<file path="src/rtl/busstrb_pkg.sv">
package busstrb_pkg;

  // Per-machine-cycle context, captured when the phase wraps to 0.
  typedef struct packed {
    logic xdata;   // external data access this cycle
    logic tbl;     // code-table read this cycle
    logic ext;     // executing from external code memory
    logic off;     // latch-disable bit
  } cyc_ctx_t;

endpackage

</file>
<file path="src/rtl/busstrb_phase_ctr.sv">
module busstrb_phase_ctr #(
  parameter int CYCLE_CLKS = 12,
  parameter int PW = $clog2(CYCLE_CLKS)
) (
  input  logic          clk,
  input  logic          rst_n,
  output logic [PW-1:0] phase_q,
  output logic [PW-1:0] phase_nxt,
  output logic          wrap
);
  localparam logic [PW-1:0] LAST = PW'(CYCLE_CLKS - 1);

  assign wrap      = (phase_q == LAST);
  assign phase_nxt = wrap ? '0 : phase_q + 1'b1;

  // Held at LAST during reset so that the first edge after release enters phase 0.
  always_ff @(posedge clk) begin
    if (!rst_n) phase_q <= LAST;
    else        phase_q <= phase_nxt;
  end

  assert_phase_wrap_R1: assert property (@(posedge clk) disable iff (!rst_n)
    (phase_q == LAST) |=> (phase_q == '0));
  assert_phase_range_R1: assert property (@(posedge clk) disable iff (!rst_n)
    phase_q <= LAST);
endmodule

</file>
<file path="src/rtl/busstrb_ctx.sv">
module busstrb_ctx
  import busstrb_pkg::*;
(
  input  logic     clk,
  input  logic     rst_n,
  input  logic     wrap,
  input  logic     xdata_i,
  input  logic     code_tbl_i,
  input  logic     ext_code_i,
  input  logic     off_we_i,
  input  logic     off_d_i,
  output cyc_ctx_t ctx_q,
  output cyc_ctx_t ctx_nxt
);
  logic off_q;
  logic off_nxt;

  assign off_nxt = off_we_i ? off_d_i : off_q;

  always_comb begin
    ctx_nxt = ctx_q;
    if (wrap) begin
      ctx_nxt.xdata = xdata_i;
      ctx_nxt.tbl   = code_tbl_i;
      ctx_nxt.ext   = ext_code_i;
      ctx_nxt.off   = off_nxt;
    end
  end

  always_ff @(posedge clk) begin
    if (!rst_n) begin
      off_q <= 1'b0;
      ctx_q <= '0;
    end else begin
      off_q <= off_nxt;
      ctx_q <= ctx_nxt;
    end
  end

  // Context must not move except on the wrap edge.
  assert_ctx_hold_R8: assert property (@(posedge clk) disable iff (!rst_n)
    !wrap |=> $stable(ctx_q));
endmodule

</file>
<file path="src/rtl/busstrb_decode.sv">
module busstrb_decode
  import busstrb_pkg::*;
#(
  parameter int HALF_CLKS  = 6,
  parameter int ALE_W      = 2,
  parameter int RD_START   = 2,
  parameter int RD_W       = 3,
  parameter int PW         = $clog2(2 * HALF_CLKS)
) (
  input  logic [PW-1:0] phase,
  input  cyc_ctx_t      ctx,
  output logic          ale,
  output logic          psen_n
);
  localparam logic [PW-1:0] HALF_P  = PW'(HALF_CLKS);
  localparam logic [PW-1:0] ALE_END = PW'(ALE_W);
  localparam logic [PW-1:0] RD_LO   = PW'(RD_START);
  localparam logic [PW-1:0] RD_HI   = PW'(RD_START + RD_W);

  logic          second_half;
  logic [PW-1:0] sub;
  logic          ale_slot;
  logic          rd_slot;
  logic          ale_allowed;

  assign second_half = (phase >= HALF_P);
  assign sub         = second_half ? phase - HALF_P : phase;
  assign ale_slot    = (sub < ALE_END);
  assign rd_slot     = (sub >= RD_LO) && (sub < RD_HI);

  // Disable bit is overridden by external execution and by data/table cycles.
  assign ale_allowed = !ctx.off || ctx.ext || ctx.xdata || ctx.tbl;

  assign ale    = ale_slot && ale_allowed && !(ctx.xdata && second_half);
  assign psen_n = !(rd_slot && ctx.ext && !ctx.xdata);
endmodule

</file>
<file path="src/rtl/bus_strobe_gen.sv">
module bus_strobe_gen
  import busstrb_pkg::*;
#(
  parameter int HALF_CLKS = 6,
  parameter int ALE_W     = 2,
  parameter int RD_START  = 2,
  parameter int RD_W      = 3,
  parameter int CYCLE_CLKS = 2 * HALF_CLKS,
  parameter int PW         = $clog2(CYCLE_CLKS)
) (
  input  logic          clk,
  input  logic          rst_n,
  input  logic          xdata_i,
  input  logic          code_tbl_i,
  input  logic          ext_code_i,
  input  logic          ale_off_we_i,
  input  logic          ale_off_d_i,
  output logic [PW-1:0] phase_o,
  output logic          ale_o,
  output logic          psen_n_o
);
  logic [PW-1:0] phase_q;
  logic [PW-1:0] phase_nxt;
  logic          wrap;
  cyc_ctx_t      ctx_q;
  cyc_ctx_t      ctx_nxt;
  logic          ale_d;
  logic          psen_n_d;

  busstrb_phase_ctr #(.CYCLE_CLKS(CYCLE_CLKS), .PW(PW)) u_ctr (
    .clk(clk), .rst_n(rst_n), .phase_q(phase_q), .phase_nxt(phase_nxt), .wrap(wrap)
  );

  busstrb_ctx u_ctx (
    .clk(clk), .rst_n(rst_n), .wrap(wrap),
    .xdata_i(xdata_i), .code_tbl_i(code_tbl_i), .ext_code_i(ext_code_i),
    .off_we_i(ale_off_we_i), .off_d_i(ale_off_d_i),
    .ctx_q(ctx_q), .ctx_nxt(ctx_nxt)
  );

  // Decode for the upcoming phase, then register so the strobes are glitch-free.
  busstrb_decode #(
    .HALF_CLKS(HALF_CLKS), .ALE_W(ALE_W), .RD_START(RD_START), .RD_W(RD_W), .PW(PW)
  ) u_dec (
    .phase(phase_nxt), .ctx(ctx_nxt), .ale(ale_d), .psen_n(psen_n_d)
  );

  always_ff @(posedge clk) begin
    if (!rst_n) begin
      ale_o    <= 1'b0;
      psen_n_o <= 1'b1;
    end else begin
      ale_o    <= ale_d;
      psen_n_o <= psen_n_d;
    end
  end

  assign phase_o = phase_q;

  assert_no_overlap_R4: assert property (@(posedge clk) disable iff (!rst_n)
    !(ale_o && !psen_n_o));
  assert_rd_quiet_xdata_R3: assert property (@(posedge clk) disable iff (!rst_n)
    ctx_q.xdata |-> psen_n_o);
  assert_rd_quiet_int_R4: assert property (@(posedge clk) disable iff (!rst_n)
    !ctx_q.ext |-> psen_n_o);
  assert_ale_off_quiet_R5: assert property (@(posedge clk) disable iff (!rst_n)
    (ctx_q.off && !ctx_q.ext && !ctx_q.xdata && !ctx_q.tbl) |-> !ale_o);
  assert_ale_second_half_xdata_R3: assert property (@(posedge clk) disable iff (!rst_n)
    (ctx_q.xdata && phase_q >= PW'(HALF_CLKS)) |-> !ale_o);
  assert_reset_outputs_R1: assert property (@(posedge clk)
    $past(!rst_n) |-> (!ale_o && psen_n_o));
endmodule

</file>
<file path="config.mk">
export PLATFORM = sky130hd
export DESIGN_NAME = bus_strobe_gen
export DESIGN_NICKNAME = d
export VERILOG_FILES = /design/src/rtl/busstrb_pkg.sv /design/src/rtl/busstrb_phase_ctr.sv /design/src/rtl/busstrb_ctx.sv /design/src/rtl/busstrb_decode.sv /design/src/rtl/bus_strobe_gen.sv
export SDC_FILE = /design/constraint.sdc
export NUM_CORES = 1
export LEC_CHECK = 0
export BUFFER_PORTS_ARGS = -buffer_cell sky130_fd_sc_hd__buf_2
export CORE_MARGIN = 2
export CORE_UTILIZATION = 45
export CTS_CLUSTER_SIZE = 30
export DETAILED_ROUTE_END_ITERATION = 6
export GPL_TIMING_DRIVEN = 1
export PLACE_DENSITY_LB_ADDON = 0.25
export SLEW_MARGIN = 20
export SYNTH_ARGS = -nofsm -noshare
export SYNTH_HDL_FRONTEND = slang
export SYNTH_SLANG_ARGS = --single-unit
</file>
<file path="constraint.sdc">
create_clock -name clk -period 2.2 [get_ports clk]
set_input_delay 0.44 -clock clk [delete_from_list [all_inputs] [get_ports clk]]
set_output_delay 0.44 -clock clk [all_outputs]
set_load 0.05 [all_outputs]
</file>
# Word-level counts from Yosys, hierarchy flattened

Index checks and enable logic that the tools add are counted.

Output and inout port bits: 6
Flip-flop bits (word level): 11
Word-level logic and storage cells: 32
Input bits: 7

Order comparisons: 4
Muxes and demuxes: 4
Reductions and logical operators: 13
Equality and inequality tests: 1
Add/sub/neg operators: 2

Operators by type and width:

| kind                  | number |
|---|---|
| $mux W4               | 3 |
| $logic_and A1 B1 Y1   | 6 |
| $add A4 B1 Y4 const B | 1 |
| $eq A4 B4 Y1 const B  | 1 |
| $ge A4 B2 Y1 const B  | 1 |
| $ge A4 B3 Y1 const B  | 1 |
| $logic_not A1 Y1      | 4 |
| $lt A4 B2 Y1 const B  | 1 |
| $lt A4 B3 Y1 const B  | 1 |
| $sub A4 B3 Y4 const B | 1 |
| $logic_or A1 B1 Y1    | 3 |
| $mux W1               | 1 |

# Depth between registers and ports, before layout

Depth in word-level cells: 9
Gate-level depth with buffers: 9
Gate-level depth less buffers: 9

# Hierarchy

Synthesis repeated with hierarchy kept, for this count alone.

Cells, all modules: 57
Area total of the unflattened synthesis: 571.8 µm²

By module, submodules not included:

| module            | area each (µm²) | cells an instance | instances | seq. area each (µm²) |
|---|---|---|---|---|
| busstrb_ctx       | 212.7           | 18                | 1         | 100.1 |
| busstrb_phase_ctr | 188.9           | 19                | 1         | 80.1 |
| busstrb_decode    | 117.6           | 16                | 1         | 0.0 |
| bus_strobe_gen    | 52.6            | 4                 | 1         | 40.0 |

# Least setup slack after synthesis

Ideal clock, no wire load.

Path kind: register -> register
From: register u_ctr.phase_q[0]
To: register ale_o
Slack: -0.274 ns
Path buffers: 0
Stages on the path, launching flop included: 10
Arrival: 2.414 ns
Period minus slack after synthesis: 2.474 ns
Setup time: 0.060 ns
Data required time: 2.140 ns
Cells stage by stage: dfxtp_1 -> ha_1 -> or2b_2 -> o21ai_2 -> ha_1 -> nand2_1 -> nand4_1 -> o22a_1 -> mux2i_1 -> o2111a_1

Elaborated cells between the ends (all ways): 16
Classes of those cells: add/sub (2); order compare (2); eq/ne (1); mux (3); reduce/logical (8)

RTL lines:

| item                                                 | RTL line                                         | RTL |
|---|---|---|
| start, declared                                      | busstrb_phase_ctr.sv:7                           | `output logic [PW-1:0] phase_q,` |
| start signal, assigned                               | busstrb_phase_ctr.sv:19                          | `else phase_q <= phase_nxt;` |
| $add A4 B1 Y4 / $eq A4 B4 Y1 (equally long branches) | busstrb_phase_ctr.sv:14, busstrb_phase_ctr.sv:13 |  |
| $mux W4 (*)                                          | busstrb_phase_ctr.sv:14                          | `assign phase_nxt = wrap ? '0 : phase_q + 1'b1;` |
| via phase_nxt[2]                                     | bus_strobe_gen.sv:23                             | `logic [PW-1:0] phase_nxt;` |
| $sub A4 B3 Y4 / $ge A4 B3 Y1 (equally long branches) | busstrb_decode.sv:27, busstrb_decode.sv:26       |  |
| $mux W4                                              | busstrb_decode.sv:27                             | `assign sub = second_half ? phase - HALF_P : phase;` |
| $lt A4 B2 Y1                                         | busstrb_decode.sv:28                             | `assign ale_slot = (sub < ALE_END);` |
| $logic_and A1 B1 Y1                                  | busstrb_decode.sv:34                             | `assign ale = ale_slot && ale_allowed && !(ctx.xdata && second_half);` |
| $logic_and A1 B1 Y1 (*)                              | busstrb_decode.sv:34                             |  |
| end signal, assigned                                 | bus_strobe_gen.sv:53                             | `ale_o <= ale_d;` |
| end, declared                                        | bus_strobe_gen.sv:19                             | `output logic ale_o,` |

Mark *: on every way through the listed nets, which the timed path passes. The rest lies on a longest branch.
A chain may end at the register's enable or synchronous reset.

# Final worst setup path

Same ends and word-level chain as after synthesis.

==> run_summary.xml <==
<?xml version="1.0" encoding="UTF-8"?>
<metrics>
  <group name="routing">
    <metric name="firstDrtPassIters" unit="">4</metric>
    <metric name="route.detailed.drc" unit="">0</metric>
    <metric name="wl_per_cell" unit="um">11.13</metric>
    <metric name="route.antenna.remaining_nets" unit="">0</metric>
    <metric name="highest_layer" unit="">met4</metric>
    <metric name="detailroute.wirelength.met2" unit="um">537</metric>
    <metric name="dr_wl_met3" unit="um">41</metric>
    <metric name="routed_wl" unit="um">1158</metric>
    <metric name="wirelength_met1" unit="um">552</metric>
    <metric name="dr_total_vias" unit="">552</metric>
    <metric name="via_per_inst" unit="">5.308</metric>
    <metric name="initialDrtViolationCount" unit="">12</metric>
  </group>
  <group name="logic_synthesis">
    <metric name="postSynth.asyncResetShare" unit="%">0</metric>
    <metric name="synth.largest_area_cell" unit="">dfxtp_1</metric>
    <metric name="synth.yosys.seq_area_share" unit="%">35.70</metric>
    <metric name="postSynth.topFlopCell" unit="">dfxtp_1</metric>
    <metric name="post_synth_main_area_contributors" unit="">dfxtp_1 36%, nand2_1 5.5%, nor2b_1 5.1%</metric>
    <metric name="synth_area" unit="um^2">616.8</metric>
    <metric name="synth_enable_flop_cells" unit="">0</metric>
    <metric name="post_synth_num_cell_types" unit="">28</metric>
    <metric name="post_synth_inst_count" unit="">73</metric>
    <metric name="yosys_register_bits" unit="">11</metric>
    <metric name="mappedNetlistNets" unit="">82</metric>
    <metric name="netlist.area_leader.share" unit="%">35.70</metric>
    <metric name="synthesis.yosys.warnings" unit="">0</metric>
    <metric name="post_synth.cell_area_avg" unit="um^2">8.450</metric>
  </group>
  <group name="place">
    <metric name="gp_congestion" unit="">0.7379</metric>
    <metric name="buffer_ports.inserted" unit="">12</metric>
    <metric name="detailed_place.area" unit="um^2">704.4</metric>
    <metric name="dp_slack" unit="ns">0.1830</metric>
    <metric name="hpwlAfterDp" unit="um">896.1</metric>
    <metric name="dpl.cell_count" unit="">100</metric>
  </group>
  <group name="cells_and_area">
    <metric name="stdcell_area" unit="um^2">730.7</metric>
    <metric name="post_route_cells_drive_above_1_share" unit="%">24.72</metric>
    <metric name="num_antenna_cells" unit="">0</metric>
    <metric name="numnets_final" unit="">99</metric>
    <metric name="final.fill_count" unit="">130</metric>
    <metric name="area.growth.synth_to_final" unit="%">18.46</metric>
    <metric name="final_cells" unit="">104</metric>
  </group>
  <group name="clock_tree">
    <metric name="tritoncts.num_buffers" unit="">3</metric>
    <metric name="cts_tree" unit="">yes</metric>
    <metric name="clock_sink_count" unit="">11</metric>
    <metric name="clk_pin_slew_worst_paths" unit="ns">0.07</metric>
    <metric name="cts-root-to-sink-buffers" unit="">2</metric>
    <metric name="clk-insertion-delay-late" unit="ns">0.26</metric>
    <metric name="clockRootBuffer" unit="">clkbuf_4</metric>
    <metric name="cts-htree-levels" unit="">1</metric>
    <metric name="setup_repair_bufs_after_cts" unit="">0</metric>
    <metric name="cts_resized" unit="">0</metric>
    <metric name="post_cts_hold_buffer_count" unit="">0</metric>
  </group>
  <group name="floorplanning">
    <metric name="fp-row-count" unit="">13</metric>
    <metric name="die-area" unit="um^2">1683</metric>
    <metric name="num_ports" unit="">13</metric>
    <metric name="floorplan.die.width" unit="um">41.03</metric>
    <metric name="floorplan.core_area" unit="um^2">1285</metric>
    <metric name="initial_util" unit="%">48.00</metric>
    <metric name="die_y" unit="um">41.03</metric>
  </group>
  <group name="global_route">
    <metric name="maximum_number_of_pins_on_one_net_before_global_route_repair" unit="">12</metric>
    <metric name="overall_global_routing_usage" unit="%">17.59</metric>
    <metric name="global_route.overflow_total" unit="">0</metric>
    <metric name="number_of_global_route_vias_before_repair" unit="">499</metric>
    <metric name="grt_pass1_wl" unit="um">1876</metric>
    <metric name="number_of_antenna_violations_at_the_first_check_in_global_routing" unit="">0</metric>
  </group>
  <group name="sta">
    <metric name="timing.setup.tns" unit="ns">0</metric>
    <metric name="finalCriticalPeriod" unit="ns">2.049</metric>
    <metric name="max_freq" unit="MHz">488.0</metric>
    <metric name="clock_skew" unit="ns">0.003033</metric>
    <metric name="post-route-period-util" unit="%">93.14</metric>
    <metric name="worstMarginPinSlew" unit="ns">0.3802</metric>
    <metric name="setup_viol" unit="">0</metric>
    <metric name="unrepaired_setup_endpoints_after_global_routing" unit="">no</metric>
    <metric name="final.setup.worst_slack" unit="ns">0.1509</metric>
    <metric name="slew_viol_final" unit="">0</metric>
    <metric name="worst_slew_slack_as_a_fraction_of_its_limit" unit="%">74.56</metric>
    <metric name="final_hold_viol_count" unit="">0</metric>
  </group>
  <group name="pwr">
    <metric name="power.density_cell_area" unit="nW/um^2">983.9</metric>
    <metric name="leak" unit="nW">0.3112</metric>
    <metric name="vdd_drop_max" unit="V">0.0005414</metric>
  </group>
  <group name="critical_path">
    <metric name="critical_path_peak_fanout" unit="">10</metric>
    <metric name="kind_of_capture_point_of_the_worst_setup_path" unit="">flip-flop</metric>
    <metric name="worstPathRequired" unit="ns">2.41</metric>
    <metric name="setup.worst_path.start" unit="">u_ctr.phase_q[0]$_SDFF_PN1_</metric>
    <metric name="setup.worst_path.class" unit="">reg -&gt; reg</metric>
    <metric name="critical_path_arrival" unit="ns">2.26</metric>
    <metric name="r2r_start" unit="">u_ctr.phase_q[0]$_SDFF_PN1_</metric>
    <metric name="setup.worst_path.start_class" unit="">flip-flop</metric>
  </group>
  <group name="worst_hold_path">
    <metric name="min_from" unit="">code_tbl_i</metric>
    <metric name="timing.hold.worst.class" unit="">in -&gt; reg</metric>
  </group>
  <group name="run_status">
    <metric name="run_status" unit="">completed</metric>
  </group>
  <group name="flow_run">
    <metric name="maxCapViolCount" unit="">0</metric>
  </group>
</metrics>
-- Yosys cell counts (2+ instances only) --
cell,number
a21boi_0,2
a21oi_1,3
and2_1,2
dfxtp_1,11
ha_1,2
inv_1,2
mux2i_1,3
nand2_1,9
nand2b_1,4
nand3_1,4
nand3b_1,2
nand4_1,3
nor2_1,4
nor2b_1,5
o2111a_1,2
o21ai_0,2
o221ai_1,2
-- registers in the layout, indices dropped and copies added (netlist names) --
name,count
ale_o,1
psen_n_o,1
u_ctx.off_q,1
u_ctr.phase_q,4
u_ctx.ctx_q,4
-- path summary, 6_finish.rpt --
| path | end | slack [ns] | cells after the start |
|---|---|---|---|
| min | u_ctx.ctx_q[2]$_SDFF_PN0_ | 0.43 | 3 |
| max reg2reg | ale_o$_SDFF_PN0_ | 0.15 | 9 |
| max | ale_o$_SDFF_PN0_ | 0.15 | 9 |
| min reg2reg | u_ctx.ctx_q[2]$_SDFF_PN0_ | 0.48 | 2 |
-- report_power, final --
| part | switching (mW) | leakage [nW] | internal (mW) |
|---|---|---|---|
| clock | 0.0634 | 0.0150 | 0.0702 |
| sequential | 0.0323 | 0.0908 | 0.232 |
| combinational | 0.196 | 0.205 | 0.125 |
| total | 0.291 | 0.311 | 0.427 |
-- kinds of logic after synthesis --
logic type	after synthesis	synth area share (%)
DFF	11	35.70
AOI/OAI and AO/OA	15	18.86
buffers and inverters	4	3.043
and+or+nand+nor	38	33.47
adders and majority gates	2	4.056
muxes	3	4.868
-- layer usage --
| metal | vias up | GRT usage, % |
|---|---|---|
| met4 | 0 | 15.83 |
| li1 | 297 | - |
| met2 | 13 | 28.91 |
| met3 | 4 | 3.261 |
| met1 | 238 | 18.81 |
| met5 | - | 0 |
-- metrics by stage --
stage	hold WS, ns	utilization, %	power [mW]
global route	0.4229	56.86	0.7734
finish	0.4273	56.86	0.7189
CTS	0.4230	56.86	0.7249
detailed placement	0.4719	54.82	0.5896
floorplan	0.4439	-	0.5199
global placement	0.4732	54.82	0.5855
-- cells in the final DEF (no fill, tap or decap), types with 2 or more instances in the layout --
cell type and instances:
o2111a_1 2, inv_1 2, buf_4 2, dfxtp_1 9, buf_2 12, nand2b_1 4, o221ai_1 2, clkbuf_4 3
and2_1 2, mux2i_1 3, ha_1 2, nand3_1 4, nor2_1 4, nand4_1 3, a21oi_1 3, o21ai_0 2
nand2_1 9, nor2b_1 5, nand3b_1 2, a21boi_0 2
-- area by class of cell --
cell class	instances	area, um^2	share of cell area, %
Timing Repair Buffer	14	75.07	10.27
Tap cell	15	18.77	2.568
Clock buffer	4	26.28	3.596
Inverter	2	7.507	1.027
Multi-Input combinational cell	58	377.9	51.71
Sequential cell	11	225.2	30.82
-- critical path, cell delays in order (launching register included) --
cell	delay (ns)
dfxtp_4	0.39
ha_1	0.16
or2b_2	0.33
o21ai_2	0.15
ha_1	0.18
nand2_1	0.05
nand4_1	0.09
o22a_1	0.23
mux2i_1	0.22
o2111a_1	0.19
(Power assumes the default switching activity.)
